File: src/rtl/fxr_pkg.sv
package fxr_pkg;
  typedef enum logic [1:0] {
    REQ_FETCH   = 2'd0,
    REQ_CODE_RD = 2'd1,
    REQ_DATA_RD = 2'd2,
    REQ_DATA_WR = 2'd3
  } req_kind_e;

  typedef enum logic [1:0] {
    SRC_NONE  = 2'd0,
    SRC_FLASH = 2'd1,
    SRC_XRAM  = 2'd2
  } rsp_src_e;

  typedef enum logic {
    SEQ_IDLE = 1'b0,
    SEQ_BUSY = 1'b1
  } seq_state_e;

  typedef struct packed {
    logic flash_rd;
    logic xram_rd;
    logic xram_wr;
    logic flash_cmd;
    logic erase;
    logic scratch;
    logic reserved;
    logic blocked;
  } route_t;
endpackage

File: src/rtl/fxr_addr_class.sv
module fxr_addr_class #(
  parameter int AW          = 16,
  parameter int PAGE_AW     = 10,
  parameter int SCRATCH_AW  = 10,
  parameter bit LARGE_FLASH = 1'b1
) (
  input  logic [AW-1:0] addr_i,
  input  logic          scratch_sel_i,
  output logic          scratch_o,
  output logic          reserved_o,
  output logic          lock_page_o
);
  localparam int PG_W      = AW - PAGE_AW;
  localparam int LOCK_PG_I = LARGE_FLASH ? (2**PG_W) - 2 : (2**(PG_W-1)) - 1;
  localparam logic [PG_W-1:0] LOCK_PG = LOCK_PG_I[PG_W-1:0];

  assign scratch_o   = scratch_sel_i && (addr_i[AW-1:SCRATCH_AW] == '0);
  assign lock_page_o = (addr_i[AW-1:PAGE_AW] == LOCK_PG);

  generate
    if (LARGE_FLASH) begin : g_large
      // top page above the lock byte is reserved
      assign reserved_o = &addr_i[AW-1:PAGE_AW];
    end else begin : g_small
      // upper half unpopulated
      assign reserved_o = addr_i[AW-1];
    end
  endgenerate
endmodule

File: src/rtl/fxr_route.sv
module fxr_route
  import fxr_pkg::*;
(
  input  logic      accept_i,
  input  logic [1:0] kind_i,
  input  logic      scratch_i,
  input  logic      reserved_i,
  input  logic      lock_page_i,
  input  logic      redir_wr_i,
  input  logic      redir_erase_i,
  output route_t    route_o
);
  always_comb begin
    route_o = '0;
    route_o.scratch = scratch_i;
    if (accept_i) begin
      unique case (req_kind_e'(kind_i))
        REQ_FETCH, REQ_CODE_RD: begin
          if (!scratch_i && reserved_i) route_o.reserved = 1'b1;
          else                          route_o.flash_rd = 1'b1;
        end
        REQ_DATA_RD: route_o.xram_rd = 1'b1;
        REQ_DATA_WR: begin
          if (!redir_wr_i) begin
            route_o.xram_wr = 1'b1;
          end else if (!scratch_i && (reserved_i || lock_page_i)) begin
            route_o.blocked = 1'b1;
          end else begin
            route_o.flash_cmd = 1'b1;
            route_o.erase     = redir_erase_i;
          end
        end
        default: ;
      endcase
    end
  end
endmodule

File: src/rtl/fxr_cmd_seq.sv
module fxr_cmd_seq
  import fxr_pkg::*;
#(
  parameter int AW      = 16,
  parameter int DW      = 8,
  parameter int PAGE_AW = 10
) (
  input  logic          clk_i,
  input  logic          rst_ni,
  input  logic          start_i,
  input  logic          erase_i,
  input  logic          sp_i,
  input  logic [AW-1:0] addr_i,
  input  logic [DW-1:0] wdata_i,
  input  logic          done_i,
  output logic          busy_o,
  output logic          finish_o,
  output logic          cmd_erase_o,
  output logic          cmd_sp_o,
  output logic [AW-1:0] cmd_addr_o,
  output logic [DW-1:0] cmd_wdata_o
);
  localparam logic [AW-1:0] PG_MASK = ~AW'((2**PAGE_AW) - 1);

  seq_state_e state_q;

  always_ff @(posedge clk_i or negedge rst_ni) begin
    if (!rst_ni) begin
      state_q     <= SEQ_IDLE;
      cmd_erase_o <= 1'b0;
      cmd_sp_o    <= 1'b0;
      cmd_addr_o  <= '0;
      cmd_wdata_o <= '0;
    end else begin
      unique case (state_q)
        SEQ_IDLE: if (start_i) begin
          state_q     <= SEQ_BUSY;
          cmd_erase_o <= erase_i;
          cmd_sp_o    <= sp_i;
          cmd_addr_o  <= erase_i ? (addr_i & PG_MASK) : addr_i;
          cmd_wdata_o <= wdata_i;
        end
        SEQ_BUSY: if (done_i) state_q <= SEQ_IDLE;
        default: state_q <= SEQ_IDLE;
      endcase
    end
  end

  assign busy_o   = (state_q == SEQ_BUSY);
  assign finish_o = busy_o && done_i;
endmodule

File: src/rtl/flash_xram_router.sv
module flash_xram_router
  import fxr_pkg::*;
#(
  parameter int AW          = 16,
  parameter int DW          = 8,
  parameter int XRAM_AW     = 12,
  parameter int PAGE_AW     = 10,
  parameter int SCRATCH_AW  = 10,
  parameter bit LARGE_FLASH = 1'b1
) (
  input  logic               clk_i,
  input  logic               rst_ni,
  input  logic               req_valid_i,
  input  logic [1:0]         req_kind_i,
  input  logic [AW-1:0]      req_addr_i,
  input  logic [DW-1:0]      req_wdata_i,
  input  logic               scratch_sel_i,
  input  logic               redir_wr_i,
  input  logic               redir_erase_i,
  output logic               busy_o,
  output logic               rsp_valid_o,
  output logic [DW-1:0]      rsp_data_o,
  output logic               rsp_err_o,
  output logic               prot_err_o,
  output logic               fl_rd_o,
  output logic               fl_sp_o,
  output logic [AW-1:0]      fl_addr_o,
  input  logic [DW-1:0]      fl_rdata_i,
  output logic               fl_cmd_o,
  output logic               fl_erase_o,
  output logic [DW-1:0]      fl_wdata_o,
  input  logic               fl_done_i,
  output logic               xr_rd_o,
  output logic               xr_wr_o,
  output logic [XRAM_AW-1:0] xr_addr_o,
  output logic [DW-1:0]      xr_wdata_o,
  input  logic [DW-1:0]      xr_rdata_i
);
  logic       scratch, reserved, lock_page, accept, finish;
  logic       cmd_sp;
  logic [AW-1:0] cmd_addr;
  route_t     route;
  rsp_src_e   src_q;
  logic       rsp_valid_q, rsp_err_q, prot_err_q;

  assign accept = req_valid_i && !busy_o;

  fxr_addr_class #(
    .AW(AW), .PAGE_AW(PAGE_AW), .SCRATCH_AW(SCRATCH_AW), .LARGE_FLASH(LARGE_FLASH)
  ) u_class (
    .addr_i       (req_addr_i),
    .scratch_sel_i(scratch_sel_i),
    .scratch_o    (scratch),
    .reserved_o   (reserved),
    .lock_page_o  (lock_page)
  );

  fxr_route u_route (
    .accept_i     (accept),
    .kind_i       (req_kind_i),
    .scratch_i    (scratch),
    .reserved_i   (reserved),
    .lock_page_i  (lock_page),
    .redir_wr_i   (redir_wr_i),
    .redir_erase_i(redir_erase_i),
    .route_o      (route)
  );

  fxr_cmd_seq #(.AW(AW), .DW(DW), .PAGE_AW(PAGE_AW)) u_seq (
    .clk_i      (clk_i),
    .rst_ni     (rst_ni),
    .start_i    (route.flash_cmd),
    .erase_i    (route.erase),
    .sp_i       (route.scratch),
    .addr_i     (req_addr_i),
    .wdata_i    (req_wdata_i),
    .done_i     (fl_done_i),
    .busy_o     (busy_o),
    .finish_o   (finish),
    .cmd_erase_o(fl_erase_o),
    .cmd_sp_o   (cmd_sp),
    .cmd_addr_o (cmd_addr),
    .cmd_wdata_o(fl_wdata_o)
  );

  // response tracking
  always_ff @(posedge clk_i or negedge rst_ni) begin
    if (!rst_ni) begin
      rsp_valid_q <= 1'b0;
      rsp_err_q   <= 1'b0;
      prot_err_q  <= 1'b0;
      src_q       <= SRC_NONE;
    end else begin
      rsp_valid_q <= (accept && !route.flash_cmd) || finish;
      rsp_err_q   <= route.reserved || route.blocked;
      if (route.blocked) prot_err_q <= 1'b1;
      if (route.flash_rd)     src_q <= SRC_FLASH;
      else if (route.xram_rd) src_q <= SRC_XRAM;
      else                    src_q <= SRC_NONE;
    end
  end

  always_comb begin
    unique case (src_q)
      SRC_FLASH: rsp_data_o = fl_rdata_i;
      SRC_XRAM:  rsp_data_o = xr_rdata_i;
      default:   rsp_data_o = '0;
    endcase
  end

  assign rsp_valid_o = rsp_valid_q;
  assign rsp_err_o   = rsp_err_q;
  assign prot_err_o  = prot_err_q;

  assign fl_rd_o   = route.flash_rd;
  assign fl_cmd_o  = busy_o;
  assign fl_addr_o = busy_o ? cmd_addr : req_addr_i;
  assign fl_sp_o   = busy_o ? cmd_sp : (route.flash_rd && route.scratch);

  assign xr_rd_o    = route.xram_rd;
  assign xr_wr_o    = route.xram_wr;
  assign xr_addr_o  = req_addr_i[XRAM_AW-1:0];
  assign xr_wdata_o = req_wdata_i;
endmodule

File: config.mk
export PLATFORM = sky130hd
export DESIGN_NAME = flash_xram_router
export DESIGN_NICKNAME = d
export VERILOG_FILES = /design/src/rtl/fxr_pkg.sv /design/src/rtl/fxr_addr_class.sv /design/src/rtl/fxr_route.sv /design/src/rtl/fxr_cmd_seq.sv /design/src/rtl/flash_xram_router.sv
export SDC_FILE = /design/constraint.sdc
export NUM_CORES = 1
export LEC_CHECK = 0
export BUFFER_PORTS_ARGS = -buffer_cell sky130_fd_sc_hd__buf_2
export CAP_MARGIN = 25
export CORE_MARGIN = 2
export CORE_UTILIZATION = 30
export DETAILED_ROUTE_END_ITERATION = 8
export PLACE_DENSITY_LB_ADDON = 0.08
export SLEW_MARGIN = 0
export SYNTH_ARGS = -nofsm -noshare
export SYNTH_HDL_FRONTEND = slang
export SYNTH_SLANG_ARGS = --single-unit
File: constraint.sdc
create_clock -name clk_i -period 1.78 [get_ports clk_i]
set_input_delay 0.178 -clock clk_i [delete_from_list [all_inputs] [get_ports clk_i]]
set_output_delay 0.178 -clock clk_i [all_outputs]
set_load 0.05 [all_outputs]
==> flow_summary_export.csv <==
group,metric,value,unit
cts,cts_tree,"done",
worst_setup_path,critPathRequiredTime,1.60,ns
floorplanning,rows,28,
sta,period_share,94.94,%
floorplanning,die_w,82.20,microns
sta,slew_violations,0,
routing,wirelength,4451,microns
yosys,synth.cell_area,0.001834,sq mm
yosys,yosysWarnings,0,
yosys,synth_cell_types,31,
routing,ant_nets,0,
routing,drcViolationCount,0,
yosys,muxShareOfSynthArea,23.33,%
routing,drtPass1Iterations,4,
cts,clkLatencyLatePin,0.28,ns
placed_design,port_buffers,110,
layout,final_cell_mix,"110 x buf_2, 36 x mux2_2, 31 x dfrtp_1",
routing,wl_met1,2054,microns
pwr,p_leak,0.001226,uW
layout,final_common_cell,"buf_2",
hold_path,hold_end,"rsp_valid_o$_DFF_PN0_",
hold_path,hold_class,"in2reg",
sta,slew_headroom,51.09,%
status,outcome,"finished, final reports clean",
grt,grt_pass1_wl,7044,microns
routing,wl_met2,2054,microns
grt,overflow,0,
worst_setup_path,startpoint_type,"register",
placed_design,post-place-ws,0.2177,ns
floorplanning,core_area,0.005921,sq mm
sta,hold_violations,0,
worst_setup_path,path_max_fanout,9,
layout,diodes,0,
layout,design_area,0.002485,sq mm
grt,grt_use_total,13.70,%
worst_setup_path,r2r-start,"u_seq.busy_o$_DFF_PN0_",
cts,clock-sinks,32,
sta,setup_viol_count_final,0,
routing,vias,1444,
yosys,synth-simple-area-share,10.50,%
grt,grt_antenna_before_repair,0,
routing,routedWlPerCell,13.65,microns
cts,clk_pin_slew_worst_paths,0.07,ns
yosys,synth.avg_cell_area,11.46,sq um
cts,root_buffer,"clkbuf_8",
worst_setup_path,r2r-end,"u_seq.cmd_wdata_o[0]$_DFFE_PN0P_",
floorplanning,die_h,82.20,microns
layout,drive_gt1_share,67.33,%
yosys,ys_ff_latch,32,
placed_design,post_dp_cell_area,0.002344,sq mm
worst_setup_path,crit_path_end_kind,"output pin",
routing,wl_met3,282,microns
floorplanning,top_level_ports,111,
sta,fin_ws,0.09010,ns
cts,cts_buffer_depth,2,
yosys,synth_xor_area_share,0,%
yosys,syn_inst,160,
pwr,ir_worst_vdd,0.4532,mV
routing,top_layer,"met4",
sta,fin_crit,1.690,ns
worst_setup_path,setup.worst_path.class,"reg2out",
worst_setup_path,worstSetupStartpoint,"u_seq.busy_o$_DFF_PN0_",
sta,tightest_slew,0.7337,ns
yosys,synth_fa_ha_area_share,1.364,%
floorplanning,floorplan.initialDensity,30.98,%
grt,grt_pass1_vias,1463,
routing,via_per_inst,4.429,
worst_setup_path,r2r_slack,0.20,ns
run,maxCapViolations,0,
floorplanning,dieArea,0.006756,sq mm
hold_path,holdPathStages,3,
worst_setup_path,r2r_cells,4,
placed_design,hpwl,3330,microns
routing,drt_iter0_drc,51,
worst_setup_path,cp.arrival,1.51,ns
grt,grt_max_degree,33,
layout,fillers,607,
sta,fin_worst_skew,0.005888,ns
sta,rsz0062_at_grt,"no",
sta,max_freq,591.8,MHz
cts,cts_htree_levels,2,
hold_path,hp-start,"fl_done_i",
yosys,syn_nets,211,
yosys,synth_compound_area_share,8.799,%
layout,nets,301,
cts,cts_inserted_buffers,5,
pwr,power_density,1038,mW/mm^2
sta,setup_tns,0,ns
yosys,synth_top_family_by_area,"multiplexers",
yosys,seq_area_frac_synth,43.66,%
layout,syn_to_final_growth,35.47,%
placed_design,routabilityCongestion,0.6861,
layout,final_util,41.97,%
sta,fin_hold_ws,0.1382,ns
[synth_stat cells (all sizes together)]
cell type  count  area [sq um]
a311oi         1         8.760
nor3b          2         15.01
a22oi          8         60.06
buf           25         188.9
o22a           3         26.28
nand2          5         18.77
or2            1         6.260
mux2          38         427.9
dfrtp         32         800.8
a211oi         2         27.53
nor2           8         30.03
o21bai         1         7.510
nor3           2         10.01
clkbuf         6         22.52
o31ai          1         7.510
ha             2         25.02
nand3          1         17.52
and4           1         11.26
o21ai          1         5.000
inv            4         15.01
nor4b          1         8.760
a21oi          1         5.000
o22ai          1         6.260
a21o           1         7.510
nand2b         2         12.51
nor2b         10         62.56
[report_power, final]
group / total (uW) / switching [uW] / internal, uW
Clock: 757 / 263 / 494
Sequential: 925 / 61.8 / 863
Combinational: 898 / 620 / 278
Total: 2580 / 945 / 1630
[critical path: stages (launching register included)]
cell,delay (ns)
dfrtp_2,0.40
nand2b_4,0.21
a311oi_4,0.30
buf_2,0.32
[layout make-up]
type / count / area (sq um) / share of cell area (%)
clock buffers: 7 / 96.34 / 3.877
clock inverters: 1 / 30.03 / 1.208
inverters: 4 / 15.01 / 0.6042
multi-input cells: 93 / 852.1 / 34.29
flip-flops and latches: 32 / 802.0 / 32.28
well taps: 75 / 93.84 / 3.776
repair buffers: 114 / 595.6 / 23.97
[how the worst max path moves through the flow]
stage	to	slack (ns)
5_1_grt	fl_rd_o	0.02
3_3_place_gp	u_seq.cmd_wdata_o[5]$_DFFE_PN0P_	0.23
6_report	fl_rd_o	0.09
2_1_floorplan	u_seq.cmd_wdata_o[4]$_DFFE_PN0P_	-0.11
4_1_cts	rsp_data_o[0]	0.05
3_5_place_dp	u_seq.cmd_wdata_o[0]$_DFFE_PN0P_	0.22
[kinds of logic after synthesis]
group | after synthesis
simple gates | 33
buf+inv | 35
flops | 32
mux | 38
fa+ha+maj | 2
compound gates | 20
[state kept, by name (all words and copies together), names as in the netlist]
signal	count
u_seq.cmd_addr_o	16
u_seq.cmd_wdata_o	8
src_q	2
prot_err_o	1
rsp_err_o	1
rsp_valid_o	1
u_seq.busy_o	1
u_seq.cmd_erase_o	1
u_seq.cmd_sp_o	1
[metrics by stage]
stage,cells,power (uW)
after floorplan,160,1648
after global placement,317,1839
after detailed placement,317,1844
after CTS,326,2622
after global routing,326,2724
final,326,2580
[per-layer routing]
metal / GRT usage, % / vias to the layer above
met5: 0 / -
met2: 21.69 / 56
li1: - / 717
met3: 3.152 / 7
met1: 18.26 / 664
met4: 5.000 / 0
[timing repair]
item,CTS,global route
hold buffers,1,0
resized for setup,0,2
endpoints found under the hold margin,32,0
endpoints found under the setup margin,0,8
setup buffers,0,0
Note: power is estimated with default switching activity, not from simulation.
